`config.mk`:
```
export PLATFORM = sky130hd
export DESIGN_NAME = uart_rxq
export DESIGN_NICKNAME = d
export VERILOG_FILES = /design/src/rtl/uart_rxq_pkg.sv /design/src/rtl/uart_rxq_store.sv /design/src/rtl/uart_rxq_ctrl.sv /design/src/rtl/uart_rxq_irq.sv /design/src/rtl/uart_rxq.sv
export SDC_FILE = /design/constraint.sdc
export NUM_CORES = 1
export LEC_CHECK = 0
export BUFFER_PORTS_ARGS = -buffer_cell sky130_fd_sc_hd__buf_2
export CAP_MARGIN = 20
export CORE_MARGIN = 5
export CORE_UTILIZATION = 55
export CTS_CLUSTER_DIAMETER = 100
export DETAILED_ROUTE_END_ITERATION = 16
export MAX_ROUTING_LAYER = met4
export PLACE_DENSITY = 0.72
export RECOVER_POWER = 50
export SYNTH_ARGS = -nofsm -noshare
export SYNTH_HDL_FRONTEND = slang
export SYNTH_SLANG_ARGS = --single-unit
```
`constraint.sdc`:
```
create_clock -name clk -period 3.65 [get_ports clk]
set_input_delay 0.73 -clock clk [delete_from_list [all_inputs] [get_ports clk]]
set_output_delay 0.73 -clock clk [all_outputs]
set_load 0.01 [all_outputs]
```
`src/rtl/uart_rxq_pkg.sv`:
```
package uart_rxq_pkg;

   // error flags carried beside every stored byte
   typedef struct packed {
      logic brk;
      logic ferr;
      logic perr;
   } rxq_tags_t;

   localparam int unsigned TAG_W = $bits(rxq_tags_t);

   typedef enum logic [1:0] {
      TRIG_SEL_A = 2'b00,
      TRIG_SEL_B = 2'b01,
      TRIG_SEL_C = 2'b10,
      TRIG_SEL_D = 2'b11
   } rxq_trig_e;

endpackage

```
`src/rtl/uart_rxq_store.sv`:
```
module uart_rxq_store #(
   parameter int unsigned ENT_W = 11,
   parameter int unsigned DEPTH = 16
) (
   input  logic             clk,
   input  logic             rst_n,
   input  logic             clr,
   input  logic             push,
   input  logic             pop,
   input  logic [ENT_W-1:0] wdata,
   output logic [ENT_W-1:0] rdata
);
   localparam int unsigned AW = $clog2(DEPTH);

   logic [AW-1:0]    wr_ptr;
   logic [AW-1:0]    rd_ptr;
   logic [ENT_W-1:0] slot [DEPTH];

   always_ff @(posedge clk or negedge rst_n) begin
      if (!rst_n) begin
         wr_ptr <= '0;
         rd_ptr <= '0;
      end else if (clr) begin
         wr_ptr <= '0;
         rd_ptr <= '0;
      end else begin
         if (push) wr_ptr <= wr_ptr + 1'b1;
         if (pop)  rd_ptr <= rd_ptr + 1'b1;
      end
   end

   for (genvar g = 0; g < DEPTH; g++) begin : g_slot
      always_ff @(posedge clk or negedge rst_n) begin
         if (!rst_n)
            slot[g] <= '0;
         else if (push && (wr_ptr == AW'(g)))
            slot[g] <= wdata;
      end
   end

   assign rdata = slot[rd_ptr];

endmodule

```
`src/rtl/uart_rxq_ctrl.sv`:
```
module uart_rxq_ctrl #(
   parameter int unsigned DEPTH = 16,
   localparam int unsigned CNT_W = $clog2(DEPTH) + 1
) (
   input  logic             clk,
   input  logic             rst_n,
   input  logic             clr,
   input  logic             fifo_en,
   input  logic             wr_valid,
   input  logic             rd_req,
   output logic             push,
   output logic             pop,
   output logic [CNT_W-1:0] count,
   output logic             overrun
);
   logic [CNT_W-1:0] cap;
   logic             full;
   logic             lost;

   assign cap  = fifo_en ? CNT_W'(DEPTH) : CNT_W'(1);
   assign full = (count >= cap);
   assign pop  = rd_req && (count != '0) && !clr;
   assign push = wr_valid && !clr && (!full || pop);
   assign lost = wr_valid && !clr && full && !pop;

   always_ff @(posedge clk or negedge rst_n) begin
      if (!rst_n) begin
         count   <= '0;
         overrun <= 1'b0;
      end else if (clr) begin
         count   <= '0;
         overrun <= 1'b0;
      end else begin
         case ({push, pop})
            2'b10:   count <= count + 1'b1;
            2'b01:   count <= count - 1'b1;
            default: count <= count;
         endcase
         if (lost) overrun <= 1'b1;
      end
   end

endmodule

```
`src/rtl/uart_rxq_irq.sv`:
```
module uart_rxq_irq
   import uart_rxq_pkg::*;
#(
   parameter int unsigned CNT_W  = 5,
   parameter int unsigned TRIG_A = 1,
   parameter int unsigned TRIG_B = 4,
   parameter int unsigned TRIG_C = 8,
   parameter int unsigned TRIG_D = 14
) (
   input  logic [CNT_W-1:0] count,
   input  logic             fifo_en,
   input  logic [1:0]       trig_sel,
   input  logic             int_en,
   output logic             irq
);
   logic [CNT_W-1:0] level;
   logic             hit;

   always_comb begin
      unique case (rxq_trig_e'(trig_sel))
         TRIG_SEL_A: level = CNT_W'(TRIG_A);
         TRIG_SEL_B: level = CNT_W'(TRIG_B);
         TRIG_SEL_C: level = CNT_W'(TRIG_C);
         default:    level = CNT_W'(TRIG_D);
      endcase
   end

   assign hit = fifo_en ? (count >= level) : (count != '0);
   assign irq = int_en && hit;

endmodule

```
`src/rtl/uart_rxq.sv`:
```
module uart_rxq
   import uart_rxq_pkg::*;
#(
   parameter int unsigned DATA_W = 8,
   parameter int unsigned DEPTH  = 16,
   parameter int unsigned TRIG_A = 1,
   parameter int unsigned TRIG_B = 4,
   parameter int unsigned TRIG_C = 8,
   parameter int unsigned TRIG_D = 14
) (
   input  logic              clk,
   input  logic              rst_n,
   input  logic              fifo_en,
   input  logic [1:0]        trig_sel,
   input  logic              int_en,
   input  logic              rx_flush,
   input  logic              wr_valid,
   input  logic [DATA_W-1:0] wr_data,
   input  logic              wr_perr,
   input  logic              wr_ferr,
   input  logic              wr_brk,
   input  logic              rd_pop,
   output logic [DATA_W-1:0] hold_data,
   output logic              lsr_dr,
   output logic              lsr_oe,
   output logic              lsr_pe,
   output logic              lsr_fe,
   output logic              lsr_bi,
   output logic              rx_irq
);
   localparam int unsigned ENT_W = DATA_W + TAG_W;
   localparam int unsigned CNT_W = $clog2(DEPTH) + 1;

   if (DEPTH < 2 || (DEPTH & (DEPTH - 1)) != 0) begin : g_bad_depth
      $error("uart_rxq: DEPTH must be a power of two, at least 2");
   end
   if (TRIG_A < 1 || TRIG_D > DEPTH || TRIG_A > TRIG_B ||
       TRIG_B > TRIG_C || TRIG_C > TRIG_D) begin : g_bad_trig
      $error("uart_rxq: trigger levels must rise within 1..DEPTH");
   end

   logic             push, pop;
   logic [CNT_W-1:0] occ_cnt;
   logic [ENT_W-1:0] wr_ent, head_ent;
   rxq_tags_t        wr_tags, head_tags;
   logic             nonempty;

   assign wr_tags = '{brk: wr_brk, ferr: wr_ferr, perr: wr_perr};
   assign wr_ent  = {wr_tags, wr_data};

   uart_rxq_ctrl #(.DEPTH(DEPTH)) u_ctrl (
      .clk      (clk),
      .rst_n    (rst_n),
      .clr      (rx_flush),
      .fifo_en  (fifo_en),
      .wr_valid (wr_valid),
      .rd_req   (rd_pop),
      .push     (push),
      .pop      (pop),
      .count    (occ_cnt),
      .overrun  (lsr_oe)
   );

   uart_rxq_store #(.ENT_W(ENT_W), .DEPTH(DEPTH)) u_store (
      .clk   (clk),
      .rst_n (rst_n),
      .clr   (rx_flush),
      .push  (push),
      .pop   (pop),
      .wdata (wr_ent),
      .rdata (head_ent)
   );

   uart_rxq_irq #(
      .CNT_W (CNT_W),
      .TRIG_A(TRIG_A), .TRIG_B(TRIG_B), .TRIG_C(TRIG_C), .TRIG_D(TRIG_D)
   ) u_irq (
      .count    (occ_cnt),
      .fifo_en  (fifo_en),
      .trig_sel (trig_sel),
      .int_en   (int_en),
      .irq      (rx_irq)
   );

   assign nonempty  = (occ_cnt != '0);
   assign head_tags = rxq_tags_t'(head_ent[ENT_W-1:DATA_W]);

   assign lsr_dr    = nonempty;
   assign hold_data = nonempty ? head_ent[DATA_W-1:0] : '0;
   assign lsr_pe    = nonempty && head_tags.perr;
   assign lsr_fe    = nonempty && head_tags.ferr;
   assign lsr_bi    = nonempty && head_tags.brk;

endmodule

```
==> results of run 1 <==
==> metrics by stage <==
stage	std cells	cell area (µm²)	hold WS [ps]
finish	860	10300	502
global route	860	10300	523
CTS	860	10400	380
detailed placement	828	9790	489
global placement	828	9790	483
floorplan	607	9500	434
==> path summary, 6_finish.rpt <==
| check | start | end | slack, ps | cells past startpoint |
|---|---|---|---|---|
| max reg2reg | u_ctrl.count[0] | u_store.slot[110] | 730 | 7 |
| max in group asynchronous | rst_n | u_store.slot[121] | 1110 | 2 |
| min in group asynchronous | rst_n | u_store.slot[23] | 960 | 1 |
| min | u_store.slot[153] | u_store.slot[153] | 500 | 1 |
| min reg2reg | u_store.slot[153] | u_store.slot[153] | 500 | 1 |
| max | u_store.rd_ptr[0] | hold_data[7] | 620 | 5 |
==> power by group through the flow <==
| stage | Sequential (W) | Combinational [W] | Clock (W) |
|---|---|---|---|
| final | 0.00256 | 0.00184 | 0.00180 |
| after global routing | 0.00260 | 0.00200 | 0.00193 |
| after CTS | 0.00256 | 0.00187 | 0.00183 |
| after detailed placement | 0.00260 | 0.00186 | 0 |
| after global placement | 0.00257 | 0.00180 | 0 |
| after floorplan | 0.00253 | 0.00133 | 0 |
==> flip-flops by register name, indices dropped and copies added, names as in the netlist <==
name / cells
u_ctrl.count: 5
u_ctrl.overrun: 1
u_store.rd_ptr: 4
u_store.slot: 176
u_store.wr_ptr: 4
==> final cells by class <==
class	count	area (µm²)	share of cell area (%)
clock buffers	24	492	4.75
clock inverters	8	80.1	0.774
multi-input cells	361	4430	42.8
repair buffers	43	270	2.61
well taps	225	282	2.72
inverters	9	33.8	0.327
flip-flops and latches	190	4760	46.0
==> cells by family (layout without fill, tap and decap cells) <==
family	after synthesis	in the layout
DFF	190	190
xor gates and xnor gates	7	7
buffers and inverters	56	84
AOI/OAI and AO/OA	32	32
and+or+nand+nor	61	61
muxes	246	246
adders and majority gates	15	15
==> cell usage after synthesis, types with 2 or more instances <==
master and instances:
sky130_fd_sc_hd__o22ai_1 12, sky130_fd_sc_hd__nand2_1 9, sky130_fd_sc_hd__mux2_4 90, sky130_fd_sc_hd__buf_2 6, sky130_fd_sc_hd__and3_1 7, sky130_fd_sc_hd__buf_4 7
sky130_fd_sc_hd__clkbuf_1 22, sky130_fd_sc_hd__nand3_1 2, sky130_fd_sc_hd__nand4_1 2, sky130_fd_sc_hd__buf_6 10, sky130_fd_sc_hd__and3_4 9, sky130_fd_sc_hd__inv_1 9
sky130_fd_sc_hd__o21ai_0 4, sky130_fd_sc_hd__xor2_1 3, sky130_fd_sc_hd__nor2_1 14, sky130_fd_sc_hd__mux2i_1 22, sky130_fd_sc_hd__dfrtp_1 190, sky130_fd_sc_hd__a21oi_1 6
sky130_fd_sc_hd__nor3b_1 3, sky130_fd_sc_hd__o21a_1 2, sky130_fd_sc_hd__nand2b_1 2, sky130_fd_sc_hd__mux4_2 44, sky130_fd_sc_hd__ha_1 14, sky130_fd_sc_hd__a31oi_1 2
sky130_fd_sc_hd__mux2_2 90, sky130_fd_sc_hd__xnor2_1 4, sky130_fd_sc_hd__buf_1 2, sky130_fd_sc_hd__nor2b_1 3, sky130_fd_sc_hd__nor3_1 4
==> layer usage <==
metal,track usage (%),part of all wire [%],vias up
met5,-,0,-
met4,5.45,1.3,0
met3,4.18,4.2,17
met2,35.3,50,112
met1,29.6,44,2786
li1,-,-,2265
==> summary.md, run 1 <==
| Metric | Value |
|---|---|
| Status | complete, but fails checks |
| Failing checks | capacitance limit, slew limit |
| Startpoint-to-endpoint class of the critical path | reg2out |
| I/O pin total | 34 |
| Internal power consumption | 0.00426 W |
| Clock net sink count | 190 |
| Post-synthesis sequential element count | 190 |
| Final WL | 20.2 mm |
| Worst setup SP type | flip-flop |
| Final Net Count | 657 |
| H-tree levels | 4 |
| Fin crit period | 3030 ps |
| Drc violations | 0 |
| Ordered cell list for the critical path | buf_12, mux4_2, mux2i_1, o22ai_1, buf_2 |
| Pins over their slew limit | 88 |
| Routed wirelength normalized by instance count | 23.4 µm |
| Adder-Cell Fraction of Synth Area | 2.05% |
| Worst Setup Slack post-DPL | 497 ps |
| Post-Synthesis Net Count | 642 |
| Final design utilization | 60.4% |
| Commonest register cell after synthesis | sky130_fd_sc_hd__dfrtp_1 |
| Portion of the post-synthesis area used by sequential elements | 50.0% |
| Unrepaired setup endpoints after global routing | no |
| Net Switching | 0.00193 W |
| Compound-cell area share of the yosys netlist | 2.30% |
| Placer's final routability congestion estimate | 0.883 |
| Largest family of logic cells by synthesized area | multiplexers |
| Data arrival time at the worst-slack endpoint | 2300 ps |
| First-pass GRT wire length | 32.9 mm |
| Synth warn | 0 |
| Netlist cell types | 42 |
| Number of buffers created by CTS | 17 |
| Max Fanout on Critical Path | 37 |
| Worst max-slew margin expressed relative to the limit | -51.9% |
| Leading cell type in the layout, fill and taps excluded | sky130_fd_sc_hd__dfrtp_1 |
| Count of endpoints failing setup in the final report | 0 |
| Power after layout | 0.00619 W |
| Setup TNS after final layout | 0 ps |
| Post-synthesis instance area | 0.00950 mm² |
| Combined buffer and inverter count along the critical path | 2 |
| Total power divided by cell area | 599 mW/mm² |
| XOR/XNOR share of the synthesized area | 0.645% |
| Number of flops mapped to enable cells by yosys | 0 |
| Root buffer selected by CTS | sky130_fd_sc_hd__clkbuf_16 |
| Kind of cell adding the most delay to the critical path | multiplexers |
| Fill cell total of the finished layout | 1270 |
| Switch share | 31.2% |
| Chip Width | 141 µm |
| Initial antenna violation count | 0 |
| Fraction of synthesized cell area taken by the top area cell type | 50.0% |
| Number of global-route vias before repair | 5869 |
| Mean instance size in the synthesized netlist | 15.7 µm² |
| Gate Count Post-Synth | 607 |
| TritonCTS clock tree | built |
| Library cell with the largest summed area after synthesis | sky130_fd_sc_hd__dfrtp_1 |
| Power share of the clock group | 29.0% |
| CP Capture Type | output port |
| Combinational power share | 29.6% |
| Fin. Hold Viols | 0 |
| Half-perimeter wire length after placement | 12.6 mm |
| Number of DRC markers in iteration 0 | 242 |
| Vias per cell | 6.02 |
| Largest net degree at the start of global routing | 89 |
| Worst Clk Skew | 11.6 ps |
| Leakage power summed over all cells | 4.75 nW |
| Post-synthesis to final-layout area growth | 8.85% |
| Maximum count of clock buffers along a single path | 2 |
| Core region area | 0.0171 mm² |
| Transition time at the pin with the least slew margin | 2280 ps |
| Commonest cells after routing, fill and taps aside | sky130_fd_sc_hd__dfrtp_1 (188), sky130_fd_sc_hd__mux2_2 (90), sky130_fd_sc_hd__mux2_4 (90) |
| Critical Path Slowest Stage Cell | sky130_fd_sc_hd__mux4_2 |
| Final setup slack of the worst path | 625 ps |
| Die span in y | 141 µm |
| Setup Buffers After CTS | 0 |
| Total via count after detailed routing | 5180 |
| Share of total power in sequential cells | 41.4% |
| PostCTS Resize Cnt | 0 |
| Fraction of synthesized area in multiplexers | 37.6% |
| Type of the most critical hold path | reg2reg |
| Largest cells by area after synthesis | sky130_fd_sc_hd__dfrtp_1 (50%), sky130_fd_sc_hd__mux2_4 (14%), sky130_fd_sc_hd__mux2_2 (11%) |
| Max stage delay on crit path | 550 ps |
| Number of antenna-violating nets in the routed design | 0 |
| Reg clk slew, reported paths | 60 ps |
| Data required, critical path | 2920 ps |
| Overall routing resource usage | 22.1% |
| Number of rows created at floorplan | 48 |
| Antenna Cells | 0 |
| Total of max-cap violations | 1 |
| Highest clock rate | 0.331 GHz |
| Total Die Area | 0.0200 mm² |
| Number of buffers inserted for hold repair after clock tree synthesis | 0 |
| Ratio of final minimum period to clock period | 82.9% |
| Effective utilization at floorplan | 55.5% |
| Worst VDD drop | 0.445 mV |
| Fraction of registers with async set or reset after synthesis | 100% |
| Proportion of layout cells with a drive suffix above 1 | 48.5% |
| Grt total ovfl | 0 |
| Simple-gate area share of the yosys netlist | 3.95% |
| Count of input and output buffers | 33 |
| Clock Latency Late Sink | 420 ps |
| Drt first pass iters | 4 |
(Power assumes the default switching activity.)
==> run 2: changes to the inputs <==
ABC_AREA = 1   (was unset)
PLACE_DENSITY = 0.75   (was 0.72)
clock period = 2.7 ns   (was 3.65 ns; I/O delays follow)
==> run 2 against run 1 <==
Compared with the run above:
- the flow now finishes without violations
- sequential power grew 34%
- non-clock buffer count rose by 19
- combinational power grew 56%
==> summary.md, run 2 <==
| Metric | Value |
|---|---|
| Count of input and output buffers | 33 (unchanged) |
| Mean instance size in the synthesized netlist | 8.58 µm² (was 15.7 µm²) |
| Final setup slack of the worst path | 48.6 ps (was 625 ps) |
| Count of endpoints failing setup in the final report | 0 (unchanged) |
| Uppermost signal routing layer after detailed routing | met4 (unchanged) |
| Fin crit period | 2650 ps |
| Gate Count Post-Synth | 1109 (was 607) |
| Clock net sink count | 190 (unchanged) |
| Met2 WL | 11.2 mm (was 10.1 mm) |
| Library cell with the largest summed area after synthesis | sky130_fd_sc_hd__dfrtp_1 (unchanged) |
| Final WL | 24.2 mm (was 20.2 mm) |
| Commonest cells after routing, fill and taps aside | sky130_fd_sc_hd__nand2_1 (317), sky130_fd_sc_hd__dfrtp_1 (188), sky130_fd_sc_hd__o21ai_1 (157) (was sky130_fd_sc_hd__dfrtp_1 (188), sky130_fd_sc_hd__mux2_2 (90), sky130_fd_sc_hd__mux2_4 (90)) |
| Commonest register cell after synthesis | sky130_fd_sc_hd__dfrtp_1 (unchanged) |
| Register area | 0.00476 mm² (unchanged) |
| Sum of met3 wire segment lengths after detailed routing | 1.38 mm (was 840 µm) |
| Drc violations | 0 (unchanged) |
| Number of rows created at floorplan | 48 (unchanged) |
| Grt total ovfl | 0 (unchanged) |
| Half-perimeter wire length after placement | 14.9 mm (was 12.6 mm) |
| Initial antenna violation count | 0 (unchanged) |
| Total power divided by cell area | 848 mW/mm² (was 599 mW/mm²) |
| Proportion of layout cells with a drive suffix above 1 | 13.3% (was 48.5%) |
| Largest net degree at the start of global routing | 60 (was 89) |
| Reg clk slew, reported paths | 70 ps (was 60 ps) |
| Type of the most critical hold path | in2async (was reg2reg) |
| Overall routing resource usage | 25.2% (was 22.1%) |
| Post-synthesis to final-layout area growth | 10.1% (was 8.85%) |
| CP Capture Type | output port (unchanged) |
| Area of the multi-input gates | 0.00410 mm² (was 0.00443 mm²) |
| Leading cell type in the layout, fill and taps excluded | sky130_fd_sc_hd__nand2_1 (was sky130_fd_sc_hd__dfrtp_1) |
| Effective utilization at floorplan | 55.6% (was 55.5%) |
| Number of flops mapped to enable cells by yosys | 0 (unchanged) |
| Highest clock rate | 0.377 GHz |
| Final Net Count | 1146 (was 657) |
| Reg-to-reg critical path startpoint | u_ctrl.count[0] (unchanged) |
| Maximum count of clock buffers along a single path | 2 (unchanged) |
| I/O pin total | 34 (unchanged) |
| Portion of the post-synthesis area used by sequential elements | 50.0% (about the same) |
| Post-Synthesis Net Count | 1144 (was 642) |
| Antenna Cells | 0 (unchanged) |
| TritonCTS clock tree | built (unchanged) |
| Worst VDD drop | 0.508 mV (was 0.445 mV) |
| Pins over their slew limit | 0 (was 88) |
| Most frequent cell after synthesis | sky130_fd_sc_hd__nand2_1 (was sky130_fd_sc_hd__dfrtp_1) |
| Number of DRC markers in iteration 0 | 716 (was 242) |
| Worst hold slack after final layout | 428 ps (was 502 ps) |
| Core region area | 0.0171 mm² (unchanged) |
| Most flops, register | u_store.slot (unchanged) |
| Drt first pass iters | 5 (was 4) |
| Startpoint-to-endpoint class of the critical path | reg2out (unchanged) |
| Vias per cell | 5.77 (was 6.02) |
| Max Fanout on Critical Path | 11 (was 37) |
| Ratio of final minimum period to clock period | 98.2% |
| Worst reg2reg path depth | 11 (was 7) |
| Total Die Area | 0.0200 mm² (about the same) |
| Worst Setup Slack post-DPL | 269 ps (was 497 ps) |
| Fraction of synthesized cell area taken by the top area cell type | 50.0% (about the same) |
| Total of max-cap violations | 0 (was 1) |
| Number of flip-flops in the largest register | 176 (unchanged) |
| Commonest cells post-synth | sky130_fd_sc_hd__nand2_1 (317), sky130_fd_sc_hd__dfrtp_1 (190), sky130_fd_sc_hd__o21ai_1 (154) (was sky130_fd_sc_hd__dfrtp_1 (190), sky130_fd_sc_hd__mux2_2 (90), sky130_fd_sc_hd__mux2_4 (90)) |
| First-pass GRT wire length | 38.6 mm (was 32.9 mm) |
| Clock Latency Late Sink | 430 ps (was 420 ps) |
| Post-synthesis instance area | 0.00952 mm² (was 0.00950 mm²) |
| Number of buffers created by CTS | 17 (unchanged) |
| Root buffer selected by CTS | sky130_fd_sc_hd__clkbuf_16 (unchanged) |
| Fraction of registers with async set or reset after synthesis | 100% (unchanged) |
| Data arrival time at the worst-slack endpoint | 2110 ps (was 2300 ps) |
| Number of antenna-violating nets in the routed design | 0 (unchanged) |
| Synth warn | 0 (unchanged) |
| Netlist cell types | 35 (was 42) |
| Placer's final routability congestion estimate | 0.912 (was 0.883) |
| Transition time at the pin with the least slew margin | 1420 ps (was 2280 ps) |
| Registers with the highest flip-flop counts | u_store.slot: 176 flops, u_ctrl.count: 5 flops (unchanged) |
| Total routed wire length on the met1 layer | 11.0 mm (was 8.95 mm) |
| Status | complete, no violations (was complete, but fails checks) |
| Worst Clk Skew | 9.11 ps (was 11.6 ps) |
| Leakage power summed over all cells | 4.73 nW (was 4.75 nW) |
| Unrepaired setup endpoints after global routing | yes (was no) |
| Post-synthesis sequential element count | 190 (unchanged) |
| Worst setup SP type | flip-flop (unchanged) |
| Total via count after detailed routing | 7778 (was 5180) |
| Number of global-route vias before repair | 7345 (was 5869) |
| Power after layout | 0.00889 W (was 0.00619 W) |
| CP Launch Point | u_store.rd_ptr[0] (unchanged) |
| H-tree levels | 4 (unchanged) |
| Fin. Hold Viols | 0 (unchanged) |
| Routed wirelength normalized by instance count | 17.9 µm (was 23.4 µm) |
| Worst max-slew margin expressed relative to the limit | 5.50% (was -51.9%) |
| Die span in y | 142 µm (was 141 µm) |
| Data required, critical path | 2160 ps (was 2920 ps) |
| Fill cell total of the finished layout | 1517 (was 1270) |
| Chip Width | 142 µm (was 141 µm) |
| Largest cells by area after synthesis | sky130_fd_sc_hd__dfrtp_1 (50%), sky130_fd_sc_hd__nand2_1 (13%), sky130_fd_sc_hd__o21ai_1 (8.1%) (was sky130_fd_sc_hd__dfrtp_1 (50%), sky130_fd_sc_hd__mux2_4 (14%), sky130_fd_sc_hd__mux2_2 (11%)) |
-- run 2: cell count changes after synthesis, moves of 11 or more --
cell                       previous run  this run
sky130_fd_sc_hd__nand2_1              9       317
sky130_fd_sc_hd__o21ai_1              0       154
sky130_fd_sc_hd__mux2_2              90         0
sky130_fd_sc_hd__mux2i_1             22        11
sky130_fd_sc_hd__o21ai_0              4        65
sky130_fd_sc_hd__mux2_4              90         0
sky130_fd_sc_hd__o21ai_2              0        22
sky130_fd_sc_hd__a21oi_1              6        50
sky130_fd_sc_hd__nor2_1              14        81
sky130_fd_sc_hd__mux4_2              44         0
sky130_fd_sc_hd__inv_1                9        40
sky130_fd_sc_hd__clkbuf_1            22        36
sky130_fd_sc_hd__nand3_4              0        17
-- run 2: per-stage QoR --
stage	cell area (µm²)	utilization (%)	std cells	TNS [ps]
after floorplan	9520	-	1109	0
after global placement	9670	56.5	1306	0
after detailed placement	9670	56.5	1306	0
after CTS	10300	60.3	1339	0
after global routing	10500	61.2	1349	-23.8
final	10500	61.2	1349	0
-- run 2: cell families after synthesis --
family                   after synthesis  synth area share [%]
multiplexers                          11                  1.16
AO/OA/AOI/OAI                        317                  18.0
adder cells (fa/ha/maj)               15                  2.05
flip-flops                           190                  50.0
AND/OR/NAND/NOR                      451                  21.4
XOR/XNOR                               3                 0.276
buffers and inverters                122                  7.12
-- run 2: repair_timing --
action | in CTS | in global routing
pin swaps | 0 | 1
hold buffers | 0 | 0
setup buffers | 0 | 6
resized for setup | 8 | 18
gates cloned | 1 | 4
endpoints found under the setup margin | 9 | 11
-- run 2: per-layer routing --
metal	global-route usage (%)	vias to the layer above
li1	-	3691
met1	34.7	3752
met2	37.8	291
met3	4.31	44
met4	9.24	0
met5	-	-
-- run 2: path summary, 6_finish.rpt --
path                                     end  slack, ps
setup / recovery                hold_data[0]         50
hold / removal              u_store.slot[80]        430
setup reg to reg           u_store.slot[147]        360
hold reg to reg            u_store.slot[129]        480
max in group asynchronous   u_store.slot[17]        640
min in group clk           u_store.wr_ptr[2]        440
-- run 2: area by class of cell --
cell class | count | area share, %
tap | 225 | 2.69
inverter | 43 | 1.72
sequential | 190 | 45.4
timing repair buffer | 62 | 5.31
clock buffer | 23 | 4.47
clock inverter | 9 | 1.29
multi-input combinational | 797 | 39.1
-- run 2: report_power, final --
part	switching, W	total (W)	internal, W
Clock	0.00108	0.00259	0.00151
Sequential	0.000245	0.00343	0.00319
Combinational	0.00177	0.00287	0.00110
Total	0.00309	0.00889	0.00580
-- run 2: critical path, cell delays in order (launching register included) --
cell and delay [ps]:
sky130_fd_sc_hd__dfrtp_2 520, sky130_fd_sc_hd__buf_4 200, sky130_fd_sc_hd__buf_6 180, sky130_fd_sc_hd__nand2_1 70
sky130_fd_sc_hd__a21oi_1 180, sky130_fd_sc_hd__nor3_1 60, sky130_fd_sc_hd__nand2_1 90, sky130_fd_sc_hd__nand2_1 50
sky130_fd_sc_hd__nor2_1 170, sky130_fd_sc_hd__buf_2 160
==> run 3: changes to the inputs <==
CTS_BUF_LIST = sky130_fd_sc_hd__clkbuf_4 sky130_fd_sc_hd__clkbuf_8   (was unset)
SLEW_MARGIN = 15   (was unset)
==> run 3 against run 2 <==
Compared with the run above:
- cell count increased by 0.30%
- design area is 0.78% lower
- hold slack lost 40 ps
- critical endpoint unchanged
- non-clock buffer count increased by 4
- power shrank 5.8%
- die area is the same
- clock power shrank 22%
- global-route usage fell by 0.49 points
- worst setup slack got worse by 39 ps
- via count is 0.58% higher
- largest cell class unchanged
- core utilization fell by 0.48 points
==> summary.md, run 3 (same netlist as run 2, synthesis figures left out) <==
| Metric | Value |
|---|---|
| Count of endpoints failing setup in the final report | 0 (unchanged) |
| Most crowded layer after global routing | met2 (unchanged) |
| Routed wirelength normalized by instance count | 17.8 µm (was 17.9 µm) |
| Die span in y | 142 µm (unchanged) |
| Hold wc startpoint | wr_valid |
| Max Fanout on Critical Path | 11 (unchanged) |
| Worst hold slack after final layout | 389 ps (was 428 ps) |
| Core region area | 0.0171 mm² (unchanged) |
| Startpoint-to-endpoint class of the critical path | reg2out (unchanged) |
| Final design utilization | 60.8% (was 61.2%) |
| Power after layout | 0.00838 W (was 0.00889 W) |
| Root buffer selected by CTS | sky130_fd_sc_hd__clkbuf_8 (was sky130_fd_sc_hd__clkbuf_16) |
| Worst r2r dst | u_store.slot[145] (was u_store.slot[147]) |
| Pins over their slew limit | 0 (unchanged) |
| Commonest cells after routing, fill and taps aside | sky130_fd_sc_hd__nand2_1 (317), sky130_fd_sc_hd__dfrtp_1 (187), sky130_fd_sc_hd__o21ai_1 (162) (was sky130_fd_sc_hd__nand2_1 (317), sky130_fd_sc_hd__dfrtp_1 (188), sky130_fd_sc_hd__o21ai_1 (157)) |
| Number of antenna-violating nets in the routed design | 0 (unchanged) |
| Unrepaired setup endpoints after global routing | yes (unchanged) |
| Worst VDD drop | 0.371 mV (was 0.508 mV) |
| Overall routing resource usage | 24.7% (was 25.2%) |
| Worst max-slew margin expressed relative to the limit | 4.96% (was 5.50%) |
| Registers with the highest flip-flop counts | u_store.slot: 176 flops, u_ctrl.count: 5 flops (unchanged) |
| Fin crit period | 2690 ps (was 2650 ps) |
| Total of max-cap violations | 0 (unchanged) |
| Leading cell type in the layout, fill and taps excluded | sky130_fd_sc_hd__nand2_1 (unchanged) |
| Switch share | 36.4% (was 34.8%) |
| Effective utilization at floorplan | 55.6% (unchanged) |
| Worst hold stages | 3 |
| Data arrival time at the worst-slack endpoint | 2150 ps (was 2110 ps) |
| Combinational power share | 35.1% (was 32.3%) |
| Number of DRC markers in iteration 0 | 768 (was 716) |
| Largest net degree at the start of global routing | 60 (unchanged) |
| Highest clock rate | 0.372 GHz (was 0.377 GHz) |
| Number of buffers created by CTS | 17 (unchanged) |
| I/O pin total | 34 (unchanged) |
| R2R Setup Slk | 380 ps (was 360 ps) |
| Ratio of final minimum period to clock period | 99.6% (was 98.2%) |
| Data required, critical path | 2160 ps (about the same) |
| Proportion of layout cells with a drive suffix above 1 | 14.8% (was 13.3%) |
| Power share of the clock group | 24.1% (was 29.1%) |
| Type of the most critical hold path | in2reg (was in2async) |
| Final Net Count | 1150 (was 1146) |
| Fin. Hold Viols | 0 (unchanged) |
| First-pass GRT wire length | 38.1 mm (was 38.6 mm) |
| Status | complete, no violations (unchanged) |
| Drt first pass iters | 6 (was 5) |
| Placement-stage cell area | 0.00967 mm² (unchanged) |
| Drc violations | 0 (unchanged) |
| H-tree levels | 4 (unchanged) |
| Final WL | 24.1 mm (was 24.2 mm) |
| Total power divided by cell area | 806 mW/mm² (was 848 mW/mm²) |
| Number of flip-flops in the largest register | 176 (unchanged) |
| Worst Clk Skew | 16.1 ps (was 9.11 ps) |
| Total Die Area | 0.0200 mm² (unchanged) |
| Leakage power summed over all cells | 4.69 nW (was 4.73 nW) |
| Initial antenna violation count | 0 (unchanged) |
| Clock Latency Late Sink | 470 ps (was 430 ps) |
| Number of buffers inserted for hold repair after clock tree synthesis | 0 (unchanged) |
| Antenna Cells | 0 (unchanged) |
| Chip Width | 142 µm (unchanged) |
| Grt total ovfl | 0 (unchanged) |
| Total via count after detailed routing | 7823 (was 7778) |
| Worst reg2reg path depth | 11 (unchanged) |
| Vias per cell | 5.78 (was 5.77) |
| Count of input and output buffers | 33 (unchanged) |
| Number of rows created at floorplan | 48 (unchanged) |
| Number of global-route vias before repair | 7295 (was 7345) |
| Reg-to-reg critical path startpoint | u_ctrl.count[0] (unchanged) |
| Maximum count of clock buffers along a single path | 2 (unchanged) |
| Met1 track demand over resource in global routing | 34.1% (was 34.7%) |
| Most flops, register | u_store.slot (unchanged) |
| Post-synthesis to final-layout area growth | 9.25% (was 10.1%) |
| Reg clk slew, reported paths | 100 ps (was 70 ps) |
| Placer's final routability congestion estimate | 0.912 (unchanged) |
| TritonCTS clock tree | built (unchanged) |
| Transition time at the pin with the least slew margin | 1430 ps (was 1420 ps) |
| Net Switching | 0.00305 W (was 0.00309 W) |
| CP Capture Type | output port (unchanged) |
| Clock net sink count | 190 (unchanged) |
| Met3 Usage GRT | 4.52% (was 4.31%) |
| Share of total power in sequential cells | 40.9% (was 38.6%) |
| Met2 GRT Util | 38.2% (was 37.8%) |
| Internal power consumption | 0.00533 W (was 0.00580 W) |
| Worst setup SP type | flip-flop (unchanged) |
| Half-perimeter wire length after placement | 14.9 mm (unchanged) |
| Post-route cell area | 0.0104 mm² (was 0.0105 mm²) |
| Hold Crit Endpoint | u_store.wr_ptr[2] |
[run 3: cell count changes in the layout (fill, tap and decap cells not counted), sizes merged]
cell,change
buf,+5
clkbuf,-1
clkinvlp,+1
inv,-1
[run 3: cell type report]
type / count / area, µm²
Multi-Input combinational cell: 797 / 4120
Clock inverter: 9 / 135
Fill cell: 1534 / 6720
Clock buffer: 23 / 292
Sequential cell: 190 / 4760
Timing Repair Buffer: 66 / 626
Tap cell: 225 / 282
Inverter: 43 / 184
[run 3: how the worst max path moves through the flow]
stage	to	start	slack, ps
global placement	u_store.slot[43]	fifo_en	340
CTS	lsr_bi	u_store.rd_ptr[0]	-1
detailed placement	u_store.slot[133]	fifo_en	270
global route	hold_data[2]	u_store.rd_ptr[0]	-90
finish	hold_data[0]	u_store.rd_ptr[0]	10
floorplan	u_ctrl.count[4]	rx_flush	400
[run 3: power groups by stage]
| stage | sequential [W] | clock, W | combinational [W] |
|---|---|---|---|
| after floorplan | 0.00339 | 0 | 0.00179 |
| after global placement | 0.00344 | 0 | 0.00251 |
| after detailed placement | 0.00345 | 0 | 0.00256 |
| after CTS | 0.00341 | 0.00204 | 0.00265 |
| after global routing | 0.00346 | 0.00217 | 0.00321 |
| final | 0.00342 | 0.00202 | 0.00294 |
[run 3: stage by stage]
stage | TNS [ps] | worst slack, ps | cells
final | 0 | 10.0 | 1353
after global routing | -350 | -86.8 | 1353
after CTS | -1.46 | -1.46 | 1340
after detailed placement | 0 | 269 | 1306
after global placement | 0 | 335 | 1306
after floorplan | 0 | 402 | 1109
[run 3: critical path, stage by stage (launching register included)]
cell                      delay [ps]
sky130_fd_sc_hd__dfrtp_2         510
sky130_fd_sc_hd__buf_4           200
sky130_fd_sc_hd__buf_6           180
sky130_fd_sc_hd__nand2_1          70
sky130_fd_sc_hd__a21oi_1         180
sky130_fd_sc_hd__nor3_1           60
sky130_fd_sc_hd__nand2_1          70
sky130_fd_sc_hd__nand2_1          40
sky130_fd_sc_hd__nor2_1          190
sky130_fd_sc_hd__buf_2           170
[run 3: timing repair]
action | 4_1_cts | 5_1_grt
gates cloned | 1 | 6
setup endpoints to repair | 11 | 11
setup buffers | 1 | 7
pin swaps | 0 | 1
resized for setup | 13 | 31
[run 3: layer usage]
| metal | vias to the layer above | wire, µm |
|---|---|---|
| met3 | 44 | 1520 |
| met1 | 3790 | 10800 |
| li1 | 3690 | - |
| met4 | 0 | 497 |
| met5 | - | 0 |
| met2 | 299 | 11300 |
